$ cat src/rtl/alarm_irq_pkg.sv
package alarm_irq_pkg;
  localparam int ALM_SLOTS = 4;
  localparam int ADDR_CTRL = 1;
  localparam int ADDR_ALM0 = 9;
  localparam int AF_BIT    = 3;
  localparam int AIE_BIT   = 1;

  // implemented value bits of each slot: minute, hour, date, weekday
  function automatic logic [31:0] slot_mask(input int s);
    case (s)
      0:       slot_mask = 32'h7F;
      1, 2:    slot_mask = 32'h3F;
      default: slot_mask = 32'h07;
    endcase
  endfunction
endpackage

$ cat src/rtl/alm_regs.sv
module alm_regs
  import alarm_irq_pkg::*;
#(
  parameter int AW    = 8,
  parameter int DW    = 8,
  parameter int SLOTS = ALM_SLOTS
) (
  input  logic                        clk,
  input  logic                        rst_n,
  input  logic                        wr_fire,
  input  logic [AW-1:0]               wr_addr,
  input  logic [DW-1:0]               wr_data,
  output logic [SLOTS-1:0][DW-1:0]    slot_q
);
  localparam int VW = DW - 1;
  localparam logic [DW-1:0] SKIP_RST = {1'b1, {VW{1'b0}}};

  for (genvar s = 0; s < SLOTS; s++) begin : g_slot
    localparam logic [VW-1:0] MASK = VW'(slot_mask(s));
    logic hit;
    assign hit = wr_fire && (wr_addr == AW'(ADDR_ALM0 + s));
    always_ff @(posedge clk or negedge rst_n) begin
      if (!rst_n)   slot_q[s] <= SKIP_RST;
      else if (hit) slot_q[s] <= {wr_data[DW-1], wr_data[VW-1:0] & MASK};
    end
  end

  logic in_win;
  always_comb in_win = (wr_addr >= AW'(ADDR_ALM0)) && (wr_addr < AW'(ADDR_ALM0 + SLOTS));

  // writes outside the slot window leave every slot untouched
  p_foreign_write_r10: assert property (@(posedge clk) disable iff (!rst_n)
    (wr_fire && !in_win) |=> $stable(slot_q));
endmodule

$ cat src/rtl/alm_match.sv
module alm_match
  import alarm_irq_pkg::*;
#(
  parameter int DW    = 8,
  parameter int SLOTS = ALM_SLOTS
) (
  input  logic                      clk,
  input  logic                      rst_n,
  input  logic [SLOTS-1:0][DW-1:0]  slot_q,
  input  logic [SLOTS-1:0][DW-2:0]  cur_val,
  output logic                      match
);
  localparam int VW = DW - 1;
  logic [SLOTS-1:0] use_f, eq_f;

  for (genvar s = 0; s < SLOTS; s++) begin : g_cmp
    assign use_f[s] = !slot_q[s][DW-1];
    assign eq_f[s]  = (slot_q[s][VW-1:0] == cur_val[s]);
  end

  assign match = (|use_f) && (&(eq_f | ~use_f));

  // with every slot skipped there is never a match
  p_all_skipped_r4: assert property (@(posedge clk) disable iff (!rst_n)
    (use_f == '0) |-> !match);
endmodule

$ cat src/rtl/alm_flag.sv
module alm_flag (
  input  logic clk,
  input  logic rst_n,
  input  logic tick,
  input  logic match,
  input  logic ctrl_we,
  input  logic wd_af,
  input  logic wd_aie,
  output logic af,
  output logic aie,
  output logic irq_pull
);
  always_ff @(posedge clk or negedge rst_n) begin
    if (!rst_n) begin
      af  <= 1'b0;
      aie <= 1'b0;
    end else begin
      if (ctrl_we) begin
        aie <= wd_aie;
        if (!wd_af) af <= 1'b0;
      end
      if (tick && match) af <= 1'b1;  // a set beats a same-cycle clear
    end
  end

  assign irq_pull = af & aie;

  // a strobe with a match always leaves the flag set
  p_match_sets_r3: assert property (@(posedge clk) disable iff (!rst_n)
    (tick && match) |=> af);
  // a clearing write without a match clears the flag
  p_clear_r6: assert property (@(posedge clk) disable iff (!rst_n)
    (ctrl_we && !wd_af && !(tick && match)) |=> !af);
  // without a strobe or a control write the flag holds
  p_hold_r11: assert property (@(posedge clk) disable iff (!rst_n)
    (!tick && !ctrl_we) |=> $stable(af));
endmodule

$ cat src/rtl/alarm_irq_unit.sv
module alarm_irq_unit
  import alarm_irq_pkg::*;
#(
  parameter int AW = 8,
  parameter int DW = 8
) (
  input  logic          clk,
  input  logic          rst_n,
  input  logic          tick,
  input  logic [6:0]    cur_min,
  input  logic [5:0]    cur_hour,
  input  logic [5:0]    cur_date,
  input  logic [2:0]    cur_wday,
  input  logic          wr_valid,
  output logic          wr_ready,
  input  logic [AW-1:0] wr_addr,
  input  logic [DW-1:0] wr_data,
  output logic          alarm_flag,
  output logic          irq_pull,
  output logic [DW-1:0] ctrl_rd,
  output logic [DW-1:0] alm_min_rd,
  output logic [DW-1:0] alm_hour_rd,
  output logic [DW-1:0] alm_date_rd,
  output logic [DW-1:0] alm_wday_rd
);
  localparam int VW = DW - 1;

  logic                          wr_fire, ctrl_we, match, aie;
  logic [ALM_SLOTS-1:0][DW-1:0]  slot_q;
  logic [ALM_SLOTS-1:0][VW-1:0]  cur_val;

  assign wr_ready = 1'b1;
  assign wr_fire  = wr_valid & wr_ready;
  assign ctrl_we  = wr_fire && (wr_addr == AW'(ADDR_CTRL));

  assign cur_val[0] = VW'(cur_min);
  assign cur_val[1] = VW'(cur_hour);
  assign cur_val[2] = VW'(cur_date);
  assign cur_val[3] = VW'(cur_wday);

  alm_regs #(.AW(AW), .DW(DW), .SLOTS(ALM_SLOTS)) u_regs (
    .clk(clk), .rst_n(rst_n), .wr_fire(wr_fire),
    .wr_addr(wr_addr), .wr_data(wr_data), .slot_q(slot_q));

  alm_match #(.DW(DW), .SLOTS(ALM_SLOTS)) u_match (
    .clk(clk), .rst_n(rst_n), .slot_q(slot_q), .cur_val(cur_val), .match(match));

  alm_flag u_flag (
    .clk(clk), .rst_n(rst_n), .tick(tick), .match(match),
    .ctrl_we(ctrl_we), .wd_af(wr_data[AF_BIT]), .wd_aie(wr_data[AIE_BIT]),
    .af(alarm_flag), .aie(aie), .irq_pull(irq_pull));

  always_comb begin
    ctrl_rd          = '0;
    ctrl_rd[AF_BIT]  = alarm_flag;
    ctrl_rd[AIE_BIT] = aie;
  end

  assign alm_min_rd  = slot_q[0];
  assign alm_hour_rd = slot_q[1];
  assign alm_date_rd = slot_q[2];
  assign alm_wday_rd = slot_q[3];

  // the request line is never pulled without a pending flag
  p_irq_needs_flag_r7: assert property (@(posedge clk) disable iff (!rst_n)
    irq_pull |-> alarm_flag);
  // the write port never stalls
  p_always_ready_r10: assert property (@(posedge clk) disable iff (!rst_n)
    wr_ready);
endmodule

$ cat config.mk
export PLATFORM = sky130hd
export DESIGN_NAME = alarm_irq_unit
export DESIGN_NICKNAME = d
export VERILOG_FILES = /design/src/rtl/alarm_irq_pkg.sv /design/src/rtl/alm_regs.sv /design/src/rtl/alm_match.sv /design/src/rtl/alm_flag.sv /design/src/rtl/alarm_irq_unit.sv
export SDC_FILE = /design/constraint.sdc
export NUM_CORES = 1
export LEC_CHECK = 0
export BUFFER_PORTS_ARGS = -buffer_cell sky130_fd_sc_hd__buf_2
export CAP_MARGIN = 20
export CELL_PAD_IN_SITES_DETAIL_PLACEMENT = 0
export CELL_PAD_IN_SITES_GLOBAL_PLACEMENT = 1
export CORE_MARGIN = 10
export CORE_UTILIZATION = 32
export CTS_CLUSTER_SIZE = 25
export DETAILED_ROUTE_END_ITERATION = 10
export PLACE_DENSITY = 0.86
export RECOVER_POWER = 100
export SLEW_MARGIN = 5
export SYNTH_ARGS = -nofsm -noshare
export SYNTH_HDL_FRONTEND = slang
export SYNTH_SLANG_ARGS = --single-unit
$ cat constraint.sdc
create_clock -name clk -period 1.75 [get_ports clk]
set_clock_uncertainty 0.2 [all_clocks]
set_input_delay 0.175 -clock clk [delete_from_list [all_inputs] [get_ports clk]]
set_output_delay 0.175 -clock clk [all_outputs]
set_load 0.05 [all_outputs]
Word-level counts from Yosys, hierarchy flattened
Index checks and enable logic that the tools add are counted.

word-level totals
  bits in registers = 28
  memories = 0
  bits of input ports = 42
  output and inout port bits = 43
  bits in writable memories = 0
  word-level logic and storage cells = 37
  bits in latches = 0
  ROM bits = 0

operators by class
  shift operators = 0
  multipliers = 0
  bitwise logic cells = 3
  add/sub/neg operators = 0
  $lt $le $gt $ge = 0
  reduce and logical (&&, ||, !) cells = 15
  muxes and demuxes = 3
  eq/ne operators = 10
  divide/modulo/power cells = 0

operator list
  cell                                                                   number
  8-bit by 4-bit equality test with 1-bit output, second input constant  4
  6-bit equality test                                                    2
  8-bit by 1-bit equality test with 1-bit output, second input constant  1
  7-bit equality test                                                    1
  1-bit logical AND                                                      7
  1-bit zero test                                                        4
  4-bit NOT                                                              1
  4-bit OR                                                               1
  4-bit AND reduction                                                    1
  4-bit OR reduction                                                     1
  3-bit equality test                                                    1
  1-bit two-way mux                                                      3
  2-bit by 1-bit != test with 1-bit output, second input constant        1
  2-bit AND reduction                                                    1
  2-bit nonzero test                                                     1
  1-bit AND                                                              1

Depth between registers and ports, before layout
Gate-level depths: netlist (run 1).

  word-level depth = 8
  gate-level depth with buffers = 5
  mapped depth without buffers = 5

Modules after synthesis
A second synthesis (run 1) with hierarchy kept.

second synthesis, totals
  cell total of the unflattened synthesis = 128
  area, all modules = 1,610.3 µm²

modules (own cells, without submodules)
  module          sequential area each (µm²)  cells each  instances  area each (µm²)
  alm_regs        655.6                       69          1          1,096.1
  alm_match       0.0                         39          1          321.6
  alarm_irq_unit  0.0                         14          1          106.4
  alm_flag        50.0                        6           1          86.3

Least setup slack after synthesis (run 1)
OpenSTA, ideal clock, no wires.

  path type = input to register
  start point = input port wr_addr[5]
  end point = register u_regs.slot_q[10] (netlist name)
  required time = 1.425 ns
  stages on the path = 4
  arrival time = 1.557 ns
  path slack = -0.132 ns
  setup time = 0.125 ns
  path buffers = 0
  path through = nor4_2 -> nand3_2 -> nor4b_2 -> mux2_2

between the ends
  word-level cells in the longest chain between the ends = 2

RTL lines
  element                                         line                  source
  from (decl)                                     alarm_irq_unit.sv:16  input logic [AW-1:0] wr_addr,
  8-bit by 4-bit equality test with 1-bit output  alm_regs.sv:21        assign hit = wr_fire && (wr_addr == AW'(ADDR_ALM0 + s));
  1-bit logical AND                               alm_regs.sv:21
  to (signal, indexed assignment)                 alm_regs.sv:24        else if (hit) slot_q[s] <= {wr_data[DW-1], wr_data[VW-1:0] & MASK};
  to (decl)                                       alm_regs.sv:13        output logic [SLOTS-1:0][DW-1:0] slot_q

Every way passes these cells.
A chain may end at the register's enable or synchronous reset.

Worst setup path after layout (run 1)
  start point = input port wr_addr[5]
  end point = register u_regs.slot_q[8] (netlist name)

The elaborated chain is that of the path after synthesis.

==> results.yml, run 1 <==
power:
  powerDensity_nw_per_um2: 791.5
  power.leakage_nw: 0.9640
  vdd_drop_max_v: 0.0005728
detailed_routing:
  routed_via_density: 4.534
  wl_mm: 4.263
  vias: 1138
  drt-initial-drc-count: 38
  drc_errors: 0
  post_drt_wl_per_cell_um: 16.98
  ant_nets: 0
  firstDrtPassIters: 4
logic_synthesis:
  synth_seq_cells: 28
  synth_warnings: 0
  synth.distinct_cells: 25
  synthCells: 117
  synth_edf_count: 0
  yosys_most_used_dff: "dfrtp_1"
  yosysSeqAreaShare: 0.4708
  syn_avg_cell_area_sq_um: 12.81
  synth_area_sq_um: 1499
  async_flop_share: 1.000
cts:
  insertion_delay_ns: 0.28
  cts_buffers: 3
  postCtsSetupRepairBufs: 0
  clock_sinks: 28
  clockBufferDepth: 2
  clk_pin_slew_ns: 0.09
  cts_tree: "done"
  htree_levels: 1
  root_buffer: "clkbuf_8"
worst_setup_path:
  cp_max_fo: 7
  cpMaxStageDelayCell: "mux2_2"
  endpoint_kind: "flop"
  cp_slowest_stage_delay_ns: 0.35
  crit_arrival_ns: 1.62
  crit_family: "simple AND/OR/NAND/NOR gates"
  path_buf_inv: 3
  cp.required_ns: 1.72
  path_cells: "clkbuf_1 > nor4_4 > nand3_2 > buf_4 > nor4b_2 > buf_4 > mux2_2"
  start_kind: "primary input"
  crit_path_frequent_cell: "buf_4"
  criticalPathCategory: "primary input to flop"
floorplanning:
  floorplan.initialDensity: 0.3373
  die_h_um: 88.44
  rows: 24
  core_sq_um: 4444
  die_area_sq_um: 7822
  num_io_pins: 85
  die_w_um: 88.44
job:
  max_cap_viol_count: 0
global_routing:
  grt_pass1_vias: 1261
  grt_first_pass_wirelength_mm: 6.472
  grt_max_degree: 29
  grt_use_total: 0.1060
  antenna_found_initial: 0
  grt_overflow: 0
finish:
  antenna-diode-count: 0
  final_cell_mix: "38 x buf_2, 27 x mux2_2, 25 x clkbuf_1"
  layout-drive-gt1-share: 0.4523
  nFillCells: 423
  final_area_sq_um: 2012
  seq_area_sq_um: 705.7
  final_cells: 251
  fin_nets: 242
  syn2layout_area_growth_pct: 34.22
  final_common_cell: "buf_2"
  final_util: 0.4527
  multiInputGateArea_sq_um: 730.7
placed_design:
  gp_congestion: 0.6828
  place_area_sq_um: 1894
  portBuffers: 71
  numPlacedInstances: 239
timing:
  hold_viol_final: 0
  worst_slew_pin_slew_ns: 0.6935
  period_share: 0.9470
  finalSetupTns_ns: 0
  final_max_slew_viol_count: 0
  rsz0062_at_grt: "no"
  finalSetupViolations: 0
  period_needed_ns: 1.657
  fmax_mhz: 603.4
  max_slew_margin: 0.5377
outcome:
  status: "finished, final reports clean"
worst_hold_path:
  hp-class: "primary input to flop"
-- worst reg2reg max path: stages, from the launching register on --
cell and delay, ns:
dfrtp_1 0.42, xnor2_1 0.15, nand4_1 0.14, nor4_1 0.25
o22ai_1 0.13, o21ai_0 0.17
-- cell families after synthesis --
logic type | synth area share
flip-flops | 0.4708
other | 0.005010
buffers and inverters | 0.08096
XOR/XNOR | 0.1286
AND/OR/NAND/NOR | 0.08598
AO/OA/AOI/OAI | 0.02589
multiplexers | 0.2028
-- report_power, final --
group	internal (mW)	leakage (nW)	switching, mW
Clock	0.306	0.0357	0.207
Combinational	0.114	0.556	0.257
Sequential	0.680	0.372	0.0278
Total	1.10	0.964	0.492
-- flip-flops by register name (all words and copies together) (netlist names) --
register / count
u_flag.af: 1
u_regs.slot_q: 26
u_flag.aie: 1
-- layout make-up --
class,count,area share
clock inverters,1,0.01493
flip-flops and latches,28,0.3507
well taps,52,0.03234
multi-input cells,83,0.3632
repair buffers,84,0.2183
clock buffers,3,0.02052
-- cell usage after synthesis (all sizes together), types with 3 or more instances --
master	n	area share
mux2	27	0.20
dfrtp	24	0.40
buf	16	0.078
xnor2	15	0.088
xor2	7	0.041
dfstp	4	0.070
nand4	3	0.013
nor4b	3	0.026
-- per-layer routing --
metal  vias up  part of all wire  global-route usage  wire (um)
met5         -                 0                   0          0
met4         0            0.0049             0.03084         21
met2        55              0.45              0.1641       1936
met1       528              0.43              0.1271       1816
li1        553                 -                   -          -
met3         2              0.11             0.05239        489
-- repair_timing --
item	in CTS	in global routing
gates resized for setup	0	1
hold endpoints to repair	47	0
hold buffers	8	0
setup endpoints to repair	0	3
-- stage by stage --
step,hold slack [ns],setup slack (ns),power (mW)
after global placement,0.01899,-0.1988,1.082
after global routing,0.02089,0.009738,1.669
after detailed placement,0.02845,-0.2538,1.087
after CTS,0.009719,0.04811,1.616
after floorplan,-0.3206,-0.07731,0.9830
final,0.01042,0.09277,1.592
-- final timing paths --
kind / to / startpoint / cells past startpoint / slack (ns)
max: u_regs.slot_q[8] / wr_addr[5] / 7 / 0.09
min: u_flag.af / tick / 3 / 0.01
max reg2reg: u_flag.af / u_regs.slot_q[3] / 5 / 0.22
min reg2reg: u_flag.aie / u_flag.aie / 1 / 0.36
max in group asynchronous: u_regs.slot_q[0] / rst_n / 2 / 0.65
min in group asynchronous: u_regs.slot_q[17] / rst_n / 2 / 0.26
No activity file was read; power rests on OpenSTA's default activity.
==> run 2, diff against run 1 <==
Settings changed: MAX_ROUTING_LAYER from default to met4.
==> results.yml, run 2 (synthesized netlist as in run 1, its figures left out) <==
finish:
  fin_nets: 242
  reg_top3: "u_regs.slot_q: 26 flops, u_flag.af: 1 flops, u_flag.aie: 1 flops"
  antenna-diode-count: 0
  final_common_cell: "buf_2"
  syn2layout_area_growth_pct: 34.22
  final_cells: 251
  final_cell_mix: "38 x buf_2, 27 x mux2_2, 25 x clkbuf_1"
  nFillCells: 423
  largest_reg_flops: 26
  layout-drive-gt1-share: 0.4523
  top_register: "u_regs.slot_q"
global_routing:
  grtUsageMet3: 0.02482
  grt_overflow: 0
  grt_pass1_vias: 1277
  grt_use_met2: 0.1654
  grt_first_pass_wirelength_mm: 6.430
  antenna_found_initial: 0
  busiest_layer: "met2"
  grt_use_met1: 0.1416
  grt_max_degree: 29
  grt_use_total: 0.1090
worst_setup_path:
  cp.required_ns: 1.72
  cpMaxStageDelayCell: "mux2_2"
  cp_max_fo: 7
  crit_family: "simple AND/OR/NAND/NOR gates"
  crit_path_frequent_cell: "buf_4"
  crit_arrival_ns: 1.63
  endpoint_kind: "flop"
  path_cells: "clkbuf_1 > nor4_4 > nand3_2 > buf_4 > nor4b_2 > buf_4 > mux2_2"
  start_kind: "primary input"
  criticalPathCategory: "primary input to flop"
  cp_slowest_stage_delay_ns: 0.35
  path_buf_inv: 3
cts:
  postCtsSetupRepairBufs: 0
  clockBufferDepth: 2
  htree_levels: 1
  cts_tree: "done"
  clock_sinks: 28
  clk_pin_slew_ns: 0.10
  cts_buffers: 3
  insertion_delay_ns: 0.28
  root_buffer: "clkbuf_8"
floorplanning:
  rows: 24
  core_sq_um: 4444
  die_area_sq_um: 7822
  die_h_um: 88.44
  floorplan.initialDensity: 0.3373
  num_io_pins: 85
  die_w_um: 88.44
timing:
  rsz0062_at_grt: "no"
  fmax_mhz: 603.3
  final_max_slew_viol_count: 0
  hold_viol_final: 0
  period_needed_ns: 1.657
  finalSetupTns_ns: 0
  period_share: 0.9471
  worst_slew_pin_slew_ns: 0.6998
  finalSetupViolations: 0
  max_slew_margin: 0.5335
outcome:
  status: "finished, final reports clean"
detailed_routing:
  firstDrtPassIters: 4
  drt-initial-drc-count: 33
  drc_errors: 0
  ant_nets: 0
  vias: 1146
  wl_mm: 4.296
  post_drt_wl_per_cell_um: 17.12
  routed_via_density: 4.566
placed_design:
  numPlacedInstances: 239
  portBuffers: 71
  gp_congestion: 0.6898
power:
  power.leakage_nw: 0.9640
  powerDensity_nw_per_um2: 793.6
  vdd_drop_max_v: 0.0005718
worst_hold_path:
  hp-class: "primary input to flop"
job:
  max_cap_viol_count: 0
[run 2: cell counts in the layout (fill, tap and decap cells not counted)]
No cell type changed its count.
[run 2: area by class of cell]
type,count,area [sq um],area share
Tap cell,52,65.06,0.03234
Clock inverter,1,30.03,0.01493
Timing Repair Buffer,84,439.2,0.2183
Sequential cell,28,705.7,0.3507
Multi-Input combinational cell,83,730.7,0.3632
Clock buffer,3,41.29,0.02052
[run 2: final timing paths]
| check | slack (ns) | cells after the start | startpoint | end |
|---|---|---|---|---|
| worst max-delay path | 0.09 | 7 | wr_addr[5] | u_regs.slot_q[9] |
| worst min-delay path | 0.01 | 3 | tick | u_flag.af |
| worst max register to register | 0.23 | 5 | u_regs.slot_q[3] | u_flag.af |
| worst min register to register | 0.36 | 1 | u_flag.aie | u_flag.aie |
| max in group asynchronous | 0.65 | 2 | rst_n | u_regs.slot_q[0] |
| min in group asynchronous | 0.26 | 2 | rst_n | u_regs.slot_q[9] |
[run 2: metal layers]
layer / routed length, um / vias up
met4: 17 / 0
li1: - / 554
met3: 276 / 2
met2: 1967 / 55
met5: 0 / -
met1: 2034 / 535
[run 2: timing repair]
action,in CTS,in global routing
hold endpoints to repair,47,0
gates resized for setup,0,1
endpoints found under the setup margin,0,3
hold buffers,8,0
[run 2: stage by stage]
step           hold slack, ns    util  power, mW  worst slack [ns]  area, sq um
5_1_grt               0.02093  0.4527      1.668          0.009739         2012
4_1_cts              0.009719  0.4603      1.616           0.04811         2046
2_1_floorplan         -0.3206       -     0.9830          -0.07731         1564
3_3_place_gp          0.01899  0.4262      1.082           -0.1988         1894
6_report              0.01001  0.4527      1.597           0.09256         2012
3_5_place_dp          0.02845  0.4262      1.087           -0.2538         1894
[run 2: worst min-delay path: cells and delay by family]
| family | cells | cell delay [ns] |
|---|---|---|
| AOI/OAI and AO/OA | 2 | 0.17 |
| buffers and inverters | 1 | 0.10 |
[run 2: report_power, final]
| part | switching (mW) | internal (mW) |
|---|---|---|
| registers | 0.0282 | 0.680 |
| logic | 0.257 | 0.114 |
| clock network | 0.211 | 0.306 |
| total | 0.496 | 1.10 |
==> run 3, diff against run 2 <==
Settings changed: ABC_AREA from default to 1, PLACE_DENSITY 0.86 to 0.88.
==> results.yml, run 3 <==
power:
  p_clk_frac: 0.309
  power.leakage_nw: 1.183
  p_int_mw: 1.107
  switching_share: 0.3406
  p_switching_mw: 0.5721
  comb_power_share: 0.261
  seqPwrFrac: 0.430
  powerDensity_nw_per_um2: 759.2
  vdd_drop_max_v: 0.0005279
logic_synthesis:
  yosys.area.top_type_share: 0.3320
  synthTopCellsByCount: "84 x nand2_1, 44 x inv_1, 24 x dfrtp_1"
  synth_area_sq_um: 1809
  synth_seq_cells: 28
  yosysSeqAreaShare: 0.3900
  yosysTopAreaCell: "dfrtp_1"
  synth_warnings: 0
  async_flop_share: 1.000
  synth_edf_count: 0
  synth.distinct_cells: 25
  syn_avg_cell_area_sq_um: 7.476
  synth.area.top_cells: "dfrtp_1 33%, nand2_1 17%, inv_1 9.1%, o21ai_2 8.2%, buf_4 6.2%"
  yosys_most_used_dff: "dfrtp_1"
  synthCells: 242
  yosysMostFrequentCell: "nand2_1"
timing:
  hold_ws_ns: 0.03598
  period_share: 0.8929
  finalSetupTns_ns: 0
  hold_viol_final: 0
  fmax_mhz: 640.0
  worst_slew_pin_slew_ns: 0.7000
  rsz0062_at_grt: "no"
  worst_slack_ns: 0.1875
  final_max_slew_viol_count: 0
  finalSetupViolations: 0
  max_slew_margin: 0.5333
  period_needed_ns: 1.563
worst_setup_path:
  path_cells: "clkbuf_1"
  start_kind: "flop"
  cp.required_ns: 1.37
  cp_max_fo: 4
  endpoint_kind: "output port"
  path_buf_inv: 1
  cpMaxStageDelayCell: "clkbuf_1"
  crit_family: "buffers and inverters"
  crit_arrival_ns: 1.19
  criticalPathCategory: "flop to output port"
  cp_slowest_stage_delay_ns: 0.49
detailed_routing:
  vias: 1619
  wl_mm: 4.822
  drt-initial-drc-count: 30
  routed_via_density: 4.141
  firstDrtPassIters: 4
  drc_errors: 0
  ant_nets: 0
  post_drt_wl_per_cell_um: 12.33
global_routing:
  grt_first_pass_wirelength_mm: 7.548
  grt_max_degree: 29
  grt_overflow: 0
  grt_pass1_vias: 1599
  grt_use_total: 0.1061
  antenna_found_initial: 0
finish:
  layout-drive-gt1-share: 0.2069
  final_common_cell: "nand2_1"
  top_register: "u_regs.slot_q"
  nFillCells: 608
  final_area_sq_um: 2212
  final_cell_mix: "85 x nand2_1, 44 x inv_1, 38 x buf_2"
  reg_top3: "u_regs.slot_q: 26 flops, u_flag.af: 1 flops, u_flag.aie: 1 flops"
  largest_reg_flops: 26
  seq_area_sq_um: 705.7
  fin_nets: 362
  multiInputGateArea_sq_um: 768.2
  syn2layout_area_growth_pct: 22.27
  antenna-diode-count: 0
cts:
  htree_levels: 1
  clock_sinks: 28
  post_cts_resized: 0
  root_buffer: "clkbuf_8"
  cts_tree: "done"
  clk_pin_slew_ns: 0.10
  cts_buffers: 3
  insertion_delay_ns: 0.28
  clockBufferDepth: 2
floorplanning:
  die_area_sq_um: 9061
  core_sq_um: 5507
  die_h_um: 95.19
  num_io_pins: 85
  floorplan.initialDensity: 0.3286
  die_w_um: 95.19
  rows: 27
worst_hold_path:
  hp-class: "primary input to flop"
placed_design:
  post-dp-hpwl_mm: 3.881
  gp_congestion: 0.7285
  place_area_sq_um: 2150
  portBuffers: 71
  post-place-ws_ns: 0.2633
job:
  max_cap_viol_count: 0
outcome:
  status: "finished, final reports clean"
## run 3: changes by cell type in the layout (fill, tap and decap cells not counted), sizes merged, moves of 3 or more
cell	delta
nor2	+19
inv	+44
buf	-4
nor4b	-3
mux2	-26
nand3	+5
o21ai	+24
xor2	-4
nand2	+86
xnor2	-13
## run 3: per-stage QoR
stage          total power [mW]    util  std cells
3_5_place_dp              1.185  0.3904        378
3_3_place_gp              1.179  0.3904        378
6_report                  1.679  0.4017        391
4_1_cts                   1.717  0.4197        391
2_1_floorplan             1.068       -        253
5_1_grt                   1.767  0.4017        391
## run 3: final timing paths
kind                             startpoint                end  slack [ns]  cells after the start
max in group asynchronous             rst_n   u_regs.slot_q[1]        0.64                      2
setup / recovery                  u_flag.af         ctrl_rd[3]        0.19                      1
min in group asynchronous             rst_n  u_regs.slot_q[16]        0.26                      2
setup reg to reg           u_regs.slot_q[5]          u_flag.af        0.40                      8
hold / removal                         tick          u_flag.af        0.04                      5
hold reg to reg            u_regs.slot_q[7]   u_regs.slot_q[7]        0.31                      2
## run 3: routing by layer
metal	global-route usage	routed length [um]	vias up
met3	0.04792	535	5
li1	-	-	849
met4	0.01870	30	0
met5	-	0	-
met2	0.1665	2149	58
met1	0.1237	2106	707
## run 3: power by group through the flow
stage               clock network, mW  registers (mW)  logic, mW
finish                          0.519           0.723      0.438
detailed placement                  0           0.734      0.451
CTS                             0.527           0.723      0.467
global placement                    0           0.734      0.445
floorplan                           0           0.851      0.217
global route                    0.556           0.730      0.481
## run 3: tightest hold or removal path, delay by kind of cell
| kind | cells | cell delay, ns |
|---|---|---|
| buffers and inverters | 1 | 0.10 |
| AND/OR/NAND/NOR | 2 | 0.09 |
| AO/OA/AOI/OAI | 2 | 0.11 |
## run 3: cells by family after synthesis
logic type | after synthesis | synth area share
AOI/OAI and AO/OA | 30 | 0.1203
xor gates and xnor gates | 5 | 0.02421
buffers and inverters | 62 | 0.1722
DFF | 28 | 0.3900
muxes | 1 | 0.008296
other | 2 | 0.004151
and+or+nand+nor | 114 | 0.2808
## run 3: final cells by class
type	count	share of cell area
tap	72	0.04072
clock buffer	3	0.01867
timing repair buffer	80	0.1861
multi-input combinational	163	0.3473
clock inverter	1	0.01357
inverter	44	0.07466
sequential	28	0.3190
## run 3: repair_timing
| action | 4_1_cts | 5_1_grt |
|---|---|---|
| hold endpoints to repair | 32 | 0 |
| hold buffers | 9 | 0 |
| setup buffers | 0 | 0 |
